`src/rtl/cvsd_dec_pkg.sv`:
```
package cvsd_dec_pkg;
  typedef struct packed {
    logic adv;       // accept one bit this cycle
    logic clr;       // return datapath state to reset values
    logic bitVal;    // effective bit after idle substitution
    logic coincide;  // run-length rule met
    logic drive;     // output active
  } decStrobe_t;
endpackage

```
`src/rtl/cvsd_dec_ctrl.sv`:
```
module cvsd_dec_ctrl
  import cvsd_dec_pkg::*;
#(
  parameter int RUN_MAX = 4
) (
  input  logic       clk,
  input  logic       rstN,
  input  logic       bitIn,
  input  logic       bitStrobe,
  input  logic       algo3,
  input  logic       idleN,
  input  logic       powerN,
  output decStrobe_t strb
);
  localparam int RW = $clog2(RUN_MAX + 1);
  localparam logic [RW-1:0] RUN_TOP = RW'(RUN_MAX);
  localparam logic [RW-1:0] THR3 = RW'(3);
  localparam logic [RW-1:0] THR4 = RW'(4);

  logic [RW-1:0] runLen, runNext, thresh;
  logic lastBit, phase, effBit;

  always_comb begin
    effBit = idleN ? bitIn : phase;
    if (runLen != '0 && lastBit == effBit)
      runNext = (runLen == RUN_TOP) ? RUN_TOP : runLen + RW'(1);
    else
      runNext = RW'(1);
    thresh = algo3 ? THR3 : THR4;
    strb.adv      = bitStrobe & powerN;
    strb.clr      = ~powerN;
    strb.bitVal   = effBit;
    strb.coincide = (runNext >= thresh);
    strb.drive    = powerN;
  end

  always_ff @(posedge clk) begin
    if (!rstN || !powerN) begin
      runLen  <= '0;
      lastBit <= 1'b0;
      phase   <= 1'b0;
    end else begin
      if (bitStrobe) begin
        runLen  <= runNext;
        lastBit <= effBit;
      end
      if (idleN)          phase <= 1'b0;
      else if (bitStrobe) phase <= ~phase;
    end
  end

  // Back-to-back idle strobes alternate, so the run never grows.
  assert_idle_alternate_R6: assert property (@(posedge clk) disable iff (!rstN)
    (strb.adv && !idleN && $past(strb.adv && !idleN && rstN)) |-> (runNext == RW'(1)));

  assert_run_bounded_R3: assert property (@(posedge clk) disable iff (!rstN)
    runLen <= RUN_TOP);
endmodule

```
`src/rtl/cvsd_dec_dp.sv`:
```
module cvsd_dec_dp
  import cvsd_dec_pkg::*;
#(
  parameter int SAMPLE_W    = 16,
  parameter int STEP_MIN    = 16,
  parameter int STEP_MAX    = 4096,
  parameter int STEP_INC    = 256,
  parameter int DECAY_SHIFT = 4,
  parameter int LEAK_SHIFT  = 5
) (
  input  logic                       clk,
  input  logic                       rstN,
  input  decStrobe_t                 strb,
  output logic signed [SAMPLE_W-1:0] sample,
  output logic                       sampleValid
);
  localparam int WIDE = SAMPLE_W + 2;
  localparam logic [SAMPLE_W-1:0] MIN_S = SAMPLE_W'(STEP_MIN);
  localparam logic [SAMPLE_W-1:0] MAX_S = SAMPLE_W'(STEP_MAX);
  localparam logic [SAMPLE_W:0]   INC_W = (SAMPLE_W+1)'(STEP_INC);
  localparam logic [SAMPLE_W:0]   MAX_W = (SAMPLE_W+1)'(STEP_MAX);
  localparam logic signed [WIDE-1:0] SAT_HI = WIDE'((2**(SAMPLE_W-1)) - 1);
  localparam logic signed [WIDE-1:0] SAT_LO = -SAT_HI - WIDE'(1);

  logic [SAMPLE_W-1:0] step, stepNext, shrunk;
  logic [SAMPLE_W:0]   grown;
  logic signed [SAMPLE_W-1:0] acc, accNext;
  logic signed [WIDE-1:0] accExt, leaked, stepExt, sum;
  logic validQ;

  always_comb begin
    grown  = {1'b0, step} + INC_W;
    shrunk = step - (step >> DECAY_SHIFT);
    if (strb.coincide)
      stepNext = (grown > MAX_W) ? MAX_S : grown[SAMPLE_W-1:0];
    else
      stepNext = (shrunk < MIN_S) ? MIN_S : shrunk;
    accExt  = WIDE'(acc);
    leaked  = accExt - (accExt >>> LEAK_SHIFT);
    stepExt = signed'({2'b00, stepNext});
    sum     = strb.bitVal ? (leaked + stepExt) : (leaked - stepExt);
    if (sum > SAT_HI)      accNext = SAT_HI[SAMPLE_W-1:0];
    else if (sum < SAT_LO) accNext = SAT_LO[SAMPLE_W-1:0];
    else                   accNext = sum[SAMPLE_W-1:0];
  end

  always_ff @(posedge clk) begin
    if (!rstN || strb.clr) begin
      step   <= MIN_S;
      acc    <= '0;
      validQ <= 1'b0;
    end else begin
      validQ <= strb.adv;
      if (strb.adv) begin
        step <= stepNext;
        acc  <= accNext;
      end
    end
  end

  assign sample      = strb.drive ? acc : '0;
  assign sampleValid = validQ;

  assert_step_range_R3: assert property (@(posedge clk) disable iff (!rstN)
    (step >= MIN_S) && (step <= MAX_S));

  assert_step_grow_R3: assert property (@(posedge clk) disable iff (!rstN)
    (strb.adv && strb.coincide) |=> (step >= $past(step)));

  assert_step_shrink_R3: assert property (@(posedge clk) disable iff (!rstN)
    (strb.adv && !strb.coincide) |=> (step <= $past(step)));

  assert_power_clear_R7: assert property (@(posedge clk) disable iff (!rstN)
    strb.clr |=> (step == MIN_S && acc == '0 && !validQ));

  assert_hold_R8: assert property (@(posedge clk) disable iff (!rstN)
    (!strb.adv && !strb.clr) |=> $stable(acc));
endmodule

```
`src/rtl/cvsd_dec_top.sv`:
```
module cvsd_dec_top
  import cvsd_dec_pkg::*;
#(
  parameter int SAMPLE_W    = 16,
  parameter int STEP_MIN    = 16,
  parameter int STEP_MAX    = 4096,
  parameter int STEP_INC    = 256,
  parameter int DECAY_SHIFT = 4,
  parameter int LEAK_SHIFT  = 5
) (
  input  logic                       clk,
  input  logic                       rstN,
  input  logic                       bitIn,
  input  logic                       bitStrobe,
  input  logic                       algo3,
  input  logic                       idleN,
  input  logic                       powerN,
  output logic signed [SAMPLE_W-1:0] sample,
  output logic                       sampleValid,
  output logic                       outDriven
);
  decStrobe_t strb;

  cvsd_dec_ctrl #(.RUN_MAX(4)) u_ctrl (
    .clk(clk), .rstN(rstN), .bitIn(bitIn), .bitStrobe(bitStrobe),
    .algo3(algo3), .idleN(idleN), .powerN(powerN), .strb(strb)
  );

  cvsd_dec_dp #(
    .SAMPLE_W(SAMPLE_W), .STEP_MIN(STEP_MIN), .STEP_MAX(STEP_MAX),
    .STEP_INC(STEP_INC), .DECAY_SHIFT(DECAY_SHIFT), .LEAK_SHIFT(LEAK_SHIFT)
  ) u_dp (
    .clk(clk), .rstN(rstN), .strb(strb), .sample(sample), .sampleValid(sampleValid)
  );

  assign outDriven = strb.drive;

  assert_valid_driven_R5: assert property (@(posedge clk) disable iff (!rstN)
    sampleValid |-> outDriven);
endmodule

```
`config.mk`:
```
export PLATFORM = sky130hd
export DESIGN_NAME = cvsd_dec_top
export DESIGN_NICKNAME = d
export VERILOG_FILES = /design/src/rtl/cvsd_dec_pkg.sv /design/src/rtl/cvsd_dec_ctrl.sv /design/src/rtl/cvsd_dec_dp.sv /design/src/rtl/cvsd_dec_top.sv
export SDC_FILE = /design/constraint.sdc
export NUM_CORES = 1
export LEC_CHECK = 0
export ABC_AREA = 0
export BUFFER_PORTS_ARGS = -buffer_cell sky130_fd_sc_hd__buf_2
export CORE_MARGIN = 5
export CORE_UTILIZATION = 40
export DETAILED_ROUTE_END_ITERATION = 10
export PLACE_DENSITY = 0.69
export SETUP_SLACK_MARGIN = 0.5
export SYNTH_ARGS = -nofsm -noshare
export SYNTH_HDL_FRONTEND = slang
export SYNTH_SLANG_ARGS = --single-unit
```
`constraint.sdc`:
```
create_clock -name clk -period 6.5 [get_ports clk]
set_input_delay 0.975 -clock clk [delete_from_list [all_inputs] [get_ports clk]]
set_output_delay 0.975 -clock clk [all_outputs]
set_load 0.01 [all_outputs]
```
==> results of run 1 <==
kinds of logic after synthesis:
group	count (synthesis)	share of synthesized area
buffers and inverters	82	0.07139
AND/OR/NAND/NOR	194	0.2049
multiplexers	7	0.01433
adder cells (fa/ha/maj)	55	0.1428
AO/OA/AOI/OAI	219	0.3258
flip-flops	38	0.1528
XOR/XNOR	50	0.08798
what timing repair did:
action	CTS	global route
pin swaps	9	9
cloned	1	0
setup endpoints to repair	16	16
setup buffers	11	4
resized for setup	23	19
per-stage QoR:
| step | util | instances | area, sq um | hold slack, ns | TNS, ns |
|---|---|---|---|---|---|
| 2_1_floorplan | - | 645 | 5099 | 0.4521 | 0 |
| 3_5_place_dp | 0.4676 | 859 | 5663 | 0.4772 | -1.908 |
| 4_1_cts | 0.4982 | 879 | 6035 | 0.4897 | 0 |
| 6_report | 0.5084 | 883 | 6157 | 0.5165 | 0 |
| 3_3_place_gp | 0.4676 | 859 | 5663 | 0.4775 | -0.7283 |
| 5_1_grt | 0.5084 | 883 | 6157 | 0.5377 | -2.202 |
sequential cells by signal (all words and copies together), names as in the netlist:
name / flops
u_ctrl.lastBit: 1
u_dp.sampleValid: 1
u_ctrl.runLen: 3
u_ctrl.phase: 1
u_dp.acc: 16
u_dp.step: 16
area by class of cell:
type | instances | area, sq um
Inverter | 54 | 202.7
Fill cell | 1132 | 5954
Tap cell | 168 | 210.2
Clock buffer | 6 | 138.9
Timing Repair Buffer | 90 | 664.4
Multi-Input combinational cell | 525 | 4163
Sequential cell | 38 | 765.7
Clock inverter | 2 | 12.51
worst max-delay path: cells and delay by family, from the launching register on:
kind / cells / cell delay (ns)
simple gates: 7 / 1.58
compound gates: 12 / 2.30
xor+xnor: 2 / 0.43
buf+inv: 4 / 0.44
fa+ha+maj: 4 / 1.13
flops: 1 / 0.33
placed cells by master (no fill, tap or decap), types with 7 or more instances in the layout:
cell type,synthesis,layout
a21oi_2,5,8
ha_1,52,47
xnor2_1,34,33
and2_1,19,18
o21ai_0,32,32
xor2_1,16,15
nand3_1,13,12
a211oi_1,16,15
a21oi_1,42,38
inv_1,54,52
nand2_1,41,41
a221oi_2,6,7
buf_2,2,24
nand2b_1,10,10
nor2_1,54,53
nor3_1,14,13
dfxtp_1,38,34
a21o_1,12,12
o21a_1,10,9
buf_4,2,62
how the worst max path moves through the flow:
stage,to,cells after the start,from,slack (ns)
after global placement,u_dp.acc[8],28,idleN,-0.1
after detailed placement,u_dp.acc[8],28,idleN,-0.20
after floorplan,u_dp.acc[11],29,u_dp.step[0],0.09
after global routing,u_dp.acc[9],29,u_dp.step[0],-0.19
final,u_dp.acc[10],29,u_dp.step[0],0.10
after CTS,u_dp.acc[6],30,u_dp.step[0],0.17
power by group through the flow:
stage | Sequential (mW) | Clock, mW | Combinational (mW)
floorplan | 0.286 | 0 | 2.13
global placement | 0.293 | 0 | 2.76
detailed placement | 0.294 | 0 | 2.82
CTS | 0.289 | 0.268 | 3.12
global route | 0.294 | 0.276 | 3.66
finish | 0.290 | 0.264 | 3.40
per-layer routing:
| layer | GRT usage | wire length [um] | share of wire | up-vias |
|---|---|---|---|---|
| met5 | 0 | 0 | 0 | - |
| met2 | 0.3364 | 7070 | 0.48 | 178 |
| li1 | - | - | - | 2511 |
| met1 | 0.2541 | 6563 | 0.44 | 2406 |
| met4 | 0.08754 | 579 | 0.039 | 0 |
| met3 | 0.01811 | 668 | 0.045 | 43 |
==> flow_summary.yaml, run 1 <==
outcome:
  outcome: "finished, final reports clean"
placement:
  dp_hpwl_mm: 11.30
  gp_congestion: 1.007
  io_buffers: 24
  pre_cts_ws_ns: -0.2042
clocking:
  postCtsHoldBufs: 0
  cts_tree: "done"
  clk_pin_slew_ns: 0.07
  clockBufferDepth: 2
  cts_made_buffers: 5
  root_buffer: "clkbuf_16"
  worstSkewPairLatency_ns: 0.29
  h-tree-depth: 2
  cts_sinks: 38
min_path:
  worstHoldStart: "u_ctrl.lastBit"
  hp-class: "register to register"
  min_to: "u_ctrl.lastBit"
  hold_depth: 2
critical_path:
  reg2reg_setup_slack_ns: 0.10
  slowest_delay_ns: 0.44
  cp_common_cell: "a21oi_2"
  cp_max_fo: 13
  reg2reg_from: "u_dp.step[0]"
  worst_ep_required_time_ns: 6.63
  reg2regPathDepth: 29
  r2r-end: "u_dp.acc[10]"
  cp.arrival_ns: 6.52
  slowest_stage: "or4_4"
  end_kind: "register"
  critPathKind: "register to register"
  start_kind: "register"
timing:
  grt_setup_unrepaired: "true"
  setup_slack_ns: 0.1049
  fin_crit_ns: 6.395
  post-route-period-util: 0.9839
  slew_viol_final: 0
  fmax_mhz: 156.4
  setup_viol: 0
  finClkSkew_ns: 0.007937
  relSlewSlack: 0.3659
  hold_viol_final: 0
  tightestPinTransition_ns: 0.9501
drt:
  num_vias: 5138
  first_iter_violations: 409
  wl_per_cell_um: 16.85
  wl_mm: 14.88
  drtPass1Iterations: 5
  ant_nets: 0
  drc_errors: 0
  drt-vias-per-instance: 5.819
power_and_ir_drop:
  comb_power_share: 0.860
  power_mw: 3.954
  clkPwrFrac: 0.067
  power.switching_mw: 1.998
  p_int_mw: 1.956
  p_seq_frac: 0.073
  power.leakage_nw: 2.596
  powerDensity_nw_per_um2: 642.1
  sw_frac_of_total: 0.5053
  vdd.ir_drop.worst_uv: 437.8
synth:
  syn_avg_cell_area_sq_um: 7.717
  yosys-top-cells-area: "dfxtp_1 15%, ha_1 13%, xnor2_1 6.0%"
  synth_edf_count: 0
  synthDistinctLibCells: 85
  ys_ff_latch: 38
  syn_inst: 645
  synth_fp_nets: 707
  synth_top_cell_area_share: 0.1528
  yosysSeqAreaShare: 0.1528
  synth_common_cells: "54 x inv_1, 54 x nor2_1, 52 x ha_1"
  netlist_area_sq_um: 4977
  yosysWarningCount: 0
  yosysTopAreaCell: "dfxtp_1"
  synthArstFlopShare: 0
  synthFlopType: "dfxtp_1"
layout:
  drive_gt1_frac: 0.2573
  syn2layout_area_growth_pct: 23.71
  nNetsFinal: 776
  diodes: 0
floorplan:
  core_sq_um: 12110
  die_w_um: 121.6
  dieArea_sq_um: 14770
  std_cell_rows: 40
  dieHeight_um: 121.6
  pin_count: 25
  initial_core_util: 0.4110
global_routing:
  grt_pass1_wl_mm: 24.19
  grt_overflow: 0
  grt_usage: 0.1976
  grt_max_degree: 34
  grt_pass1_vias: 5014
  antenna_found_initial: 0
run:
  max_cap_violations: 0
Note: power is estimated with default switching activity, not from simulation.
==> inputs of run 2 (changes only) <==
GPL_ROUTABILITY_DRIVEN = 0   (was unset)
PLACE_DENSITY = 0.67   (was 0.69)
clock period = 8 ns   (was 6.5 ns; I/O delays follow)
==> run 2 against run 1 <==
Net effect:
- die area did not move
- utilization fell by 5.7 points
- critical path type is now input pin to register
- final cell count fell by 6.0%
==> flow_summary.yaml, run 2 (same netlist as run 1, synthesis figures left out) <==
timing:
  fin_crit_ns: 7.161
  slew_viol_final: 0
  hold_viol_final: 0
  fmax_mhz: 139.6
  setup_viol: 0
  tns_ns: 0
  post-route-period-util: 0.8951
  tightestPinTransition_ns: 0.8388
  finClkSkew_ns: 0.006651
  grt_setup_unrepaired: "false"
  relSlewSlack: 0.4402
floorplan:
  pin_count: 25
  std_cell_rows: 40
  dieHeight_um: 121.6
  die_w_um: 121.6
  initial_core_util: 0.4110
  dieArea_sq_um: 14770
  core_sq_um: 12110
drt:
  drtPass1Iterations: 5
  wl_mm: 13.57
  drc_errors: 0
  drt-vias-per-instance: 5.870
  wl_per_cell_um: 16.35
  ant_nets: 0
  num_vias: 4872
  first_iter_violations: 409
layout:
  nNetsFinal: 724
  fill_cells: 1214
  seq_area_sq_um: 760.7
  mostFrequentLayoutCells: "54 x inv_1, 54 x nor2_1, 50 x ha_1"
  fin_area_sq_um: 5466
  multiInputGateArea_sq_um: 3895
  top_regs: "u_dp.acc (16), u_dp.step (16), u_ctrl.runLen (3)"
  diodes: 0
  drive_gt1_frac: 0.1405
  fin_util: 0.4513
  syn2layout_area_growth_pct: 9.829
critical_path:
  crit_family: "compound AO/OA/AOI/OAI gates"
  critPathKind: "input pin to register"
  cp_max_fo: 13
  slowest_stage: "or4_1"
  slowest_delay_ns: 0.40
  start_kind: "input pin"
  cp.arrival_ns: 7.29
  end_kind: "register"
  worst_ep_required_time_ns: 8.13
  critPathBufInv: 4
  reg2reg_setup_slack_ns: 0.89
clocking:
  h-tree-depth: 2
  clockBufferDepth: 2
  clk_pin_slew_ns: 0.06
  cts_made_buffers: 5
  postCtsHoldBufs: 0
  root_buffer: "clkbuf_16"
  cts_sinks: 38
  cts_tree: "done"
  worstSkewPairLatency_ns: 0.29
run:
  max_cap_violations: 0
power_and_ir_drop:
  power_mw: 2.636
  vdd.ir_drop.worst_uv: 225.4
  power.leakage_nw: 2.281
  powerDensity_nw_per_um2: 482.2
global_routing:
  grt_usage: 0.1795
  grt_pass1_wl_mm: 22.01
  grt_pass1_vias: 4529
  grt_overflow: 0
  grt_max_degree: 34
  antenna_found_initial: 0
placement:
  dp_hpwl_mm: 10.65
  io_buffers: 24
  place_area_sq_um: 5223
min_path:
  hp-class: "register to register"
outcome:
  outcome: "finished, final reports clean"
run 2: cell types whose count changed in the layout (fill, tap and decap cells not counted), moves of 3 or more:
cell,previous run,this run
a311oi_1,2,5
dfxtp_1,34,38
o31ai_1,5,8
ha_1,47,50
buf_4,62,13
dfxtp_2,4,0
a311oi_2,3,0
run 2: what timing repair did:
item | 4_1_cts | 5_1_grt
setup endpoints to repair | 0 | 15
resized for setup | 0 | 10
setup buffers | 0 | 5
endpoints found under the hold margin | 0 | 0
run 2: routing by layer:
| metal | up-vias | share of wire | track usage |
|---|---|---|---|
| li1 | 2410 | - | - |
| met1 | 2297 | 0.46 | 0.2381 |
| met5 | - | 0 | 0 |
| met4 | 0 | 0.020 | 0.04342 |
| met3 | 21 | 0.042 | 0.02321 |
| met2 | 144 | 0.48 | 0.3092 |
run 2: worst paths after layout:
| path | from | end | depth (start not counted) |
|---|---|---|---|
| worst min register to register | u_dp.acc[0] | u_dp.acc[0] | 2 |
| worst min-delay path | u_dp.acc[0] | u_dp.acc[0] | 2 |
| worst max-delay path | idleN | u_dp.acc[9] | 30 |
| worst max register to register | u_dp.step[0] | u_dp.acc[9] | 30 |
run 2: per-stage QoR:
step                      hold slack (ns)  instances  worst slack, ns
final                              0.4824        830           0.8392
after global routing               0.5455        830           0.4650
after CTS                          0.4811        825           0.6315
after detailed placement           0.4727        818           0.4979
after global placement             0.4701        818           0.6331
after floorplan                    0.4521        645           0.7322
run 2: tightest hold or removal path, stage by stage (launching register included):
cell	delay, ns
dfxtp_1	0.31
nand3_1	0.07
o41ai_1	0.06
run 2: area by class of cell:
class                   instances  area share
multi-input cells             525      0.7125
inverters                      54     0.03708
repair buffers                 38     0.04189
clock inverters                 1    0.005493
well taps                     168     0.03845
flip-flops and latches         38      0.1392
clock buffers                   6     0.02541
run 2: where the power goes:
group          leakage, nW  switching, mW  internal [mW]
Combinational         1.89           1.25          0.908
Clock               0.0829         0.0804          0.154
Sequential           0.311         0.0284          0.213
Total                 2.28           1.36           1.28
==> inputs of run 3 (changes only) <==
ABC_CLOCK_PERIOD_IN_PS = 8800   (was unset)
SLEW_MARGIN = 10   (was unset)
clock period = 8.8 ns   (was 8 ns; I/O delays follow)
==> run 3 against run 2 <==
Net effect:
- worst hold slack improved by 0.011 ns
- non-clock buffer count fell by 3
- power fell by 10%
- sequential power fell by 9.5%
- critical path depth did not move
- final cell count fell by 0.36%
- critical path type unchanged
- largest cell class unchanged
==> flow_summary.yaml, run 3 (same netlist as run 1, synthesis figures left out) <==
layout:
  mostFrequentLayoutCells: "54 x inv_1, 54 x nor2_1, 52 x ha_1"
  syn2layout_area_growth_pct: 8.773
  diodes: 0
  seq_area_sq_um: 760.7
  nNetsFinal: 721
  drive_gt1_frac: 0.1244
  top_regs: "u_dp.acc (16), u_dp.step (16), u_ctrl.runLen (3)"
  fill_cells: 1208
  stdcell_count: 827
  multiInputGateArea_sq_um: 3869
drt:
  wl_mm: 13.36
  drt-vias-per-instance: 5.822
  ant_nets: 0
  drc_errors: 0
  drtPass1Iterations: 5
  first_iter_violations: 411
  wl_per_cell_um: 16.15
  num_vias: 4815
critical_path:
  start_kind: "input pin"
  reg2regPathDepth: 29
  slowest_stage: "a41oi_1"
  crit_family: "compound AO/OA/AOI/OAI gates"
  reg2reg_from: "u_dp.step[0]"
  r2r-end: "u_dp.acc[1]"
  cp_num_cells: 30
  worst_ep_required_time_ns: 8.97
  end_kind: "register"
  cp_max_fo: 8
  slowest_delay_ns: 0.43
  crit_end: "u_dp.acc[1]"
  startpoint: "idleN"
  reg2reg_setup_slack_ns: 1.16
  critPathBufInv: 4
  cp.arrival_ns: 7.89
  critPathKind: "input pin to register"
timing:
  finClkSkew_ns: 0.005437
  post-route-period-util: 0.8776
  fin_crit_ns: 7.723
  slew_viol_final: 0
  tightestPinTransition_ns: 0.8570
  relSlewSlack: 0.4280
  fin_hold_ws_ns: 0.4937
  setup_slack_ns: 1.077
  setup_viol: 0
  tns_ns: 0
  fmax_mhz: 129.5
  grt_setup_unrepaired: "true"
  hold_viol_final: 0
placement:
  dp_cells: 816
  pre_cts_ws_ns: 0.5615
  io_buffers: 24
  dp_hpwl_mm: 10.55
global_routing:
  met1_usage: 0.2410
  grt_pass1_wl_mm: 22.00
  top_usage_layer: "met2"
  grt_overflow: 0
  antenna_found_initial: 0
  grt_usage: 0.1797
  met3_usage: 0.02089
  grt_pass1_vias: 4521
  grt_use_met2: 0.3095
  grt_max_degree: 34
outcome:
  outcome: "finished, final reports clean"
clocking:
  cts_made_buffers: 5
  root_buffer: "clkbuf_16"
  h-tree-depth: 2
  postCtsHoldBufs: 0
  worstSkewPairLatency_ns: 0.29
  cts_sinks: 38
  clockBufferDepth: 2
  clk_pin_slew_ns: 0.06
  cts_tree: "done"
floorplan:
  die_w_um: 121.6
  initial_core_util: 0.4110
  core_sq_um: 12110
  std_cell_rows: 40
  dieHeight_um: 121.6
  dieArea_sq_um: 14770
  pin_count: 25
power_and_ir_drop:
  vdd.ir_drop.worst_uv: 270.4
  power.leakage_nw: 2.273
  powerDensity_nw_per_um2: 435.8
min_path:
  hp-class: "register to register"
run:
  max_cap_violations: 0
==> run 3: cell count changes in the layout (fill, tap and decap cells not counted), sizes merged <==
cell / delta
buf: -3
==> run 3: timing repair <==
action                     in CTS  in global routing
setup buffers                   0                  4
setup endpoints to repair       0                 13
resized for setup               0                  1
==> run 3: where the power goes <==
part | switching (mW) | internal (mW) | leakage (nW) | total (mW)
sequential | 0.0254 | 0.194 | 0.311 | 0.219
clock | 0.0738 | 0.140 | 0.0829 | 0.214
combinational | 1.12 | 0.805 | 1.88 | 1.93
==> run 3: final cells by class <==
cell class / count / share of cell area
clock buffer: 6 / 0.02565
clock inverter: 1 / 0.005547
inverter: 54 / 0.03744
multi-input combinational: 525 / 0.7146
sequential: 38 / 0.1405
tap: 168 / 0.03883
timing repair buffer: 35 / 0.03744
==> run 3: routing by layer <==
metal,up-vias,routed length (um)
li1,2402,-
met1,2274,6284
met2,123,6352
met3,16,513
met4,0,205
met5,-,0
==> run 3: worst min-delay path by stage <==
stage / from / endpoint / slack, ns / cells past startpoint
finish: u_ctrl.lastBit / u_ctrl.lastBit / 0.49 / 2
global route: u_ctrl.lastBit / u_ctrl.lastBit / 0.52 / 2
CTS: u_ctrl.lastBit / u_ctrl.lastBit / 0.49 / 2
detailed placement: u_ctrl.lastBit / u_ctrl.lastBit / 0.48 / 2
global placement: u_dp.acc[0] / u_dp.acc[0] / 0.48 / 2
floorplan: u_dp.acc[0] / u_dp.acc[0] / 0.45 / 2
==> run 3: stage by stage <==
step	total power, mW	instance area (sq um)	util
global placement	2.031	5207	0.4300
finish	2.360	5414	0.4470
detailed placement	2.079	5207	0.4300
floorplan	1.748	4977	-
global route	2.560	5414	0.4470
CTS	2.308	5376	0.4439
==> run 3: worst min-delay path, stage by stage, from the launching register on <==
cell and delay (ns):
dfxtp_1 0.32, nor2_1 0.09, a211oi_1 0.05
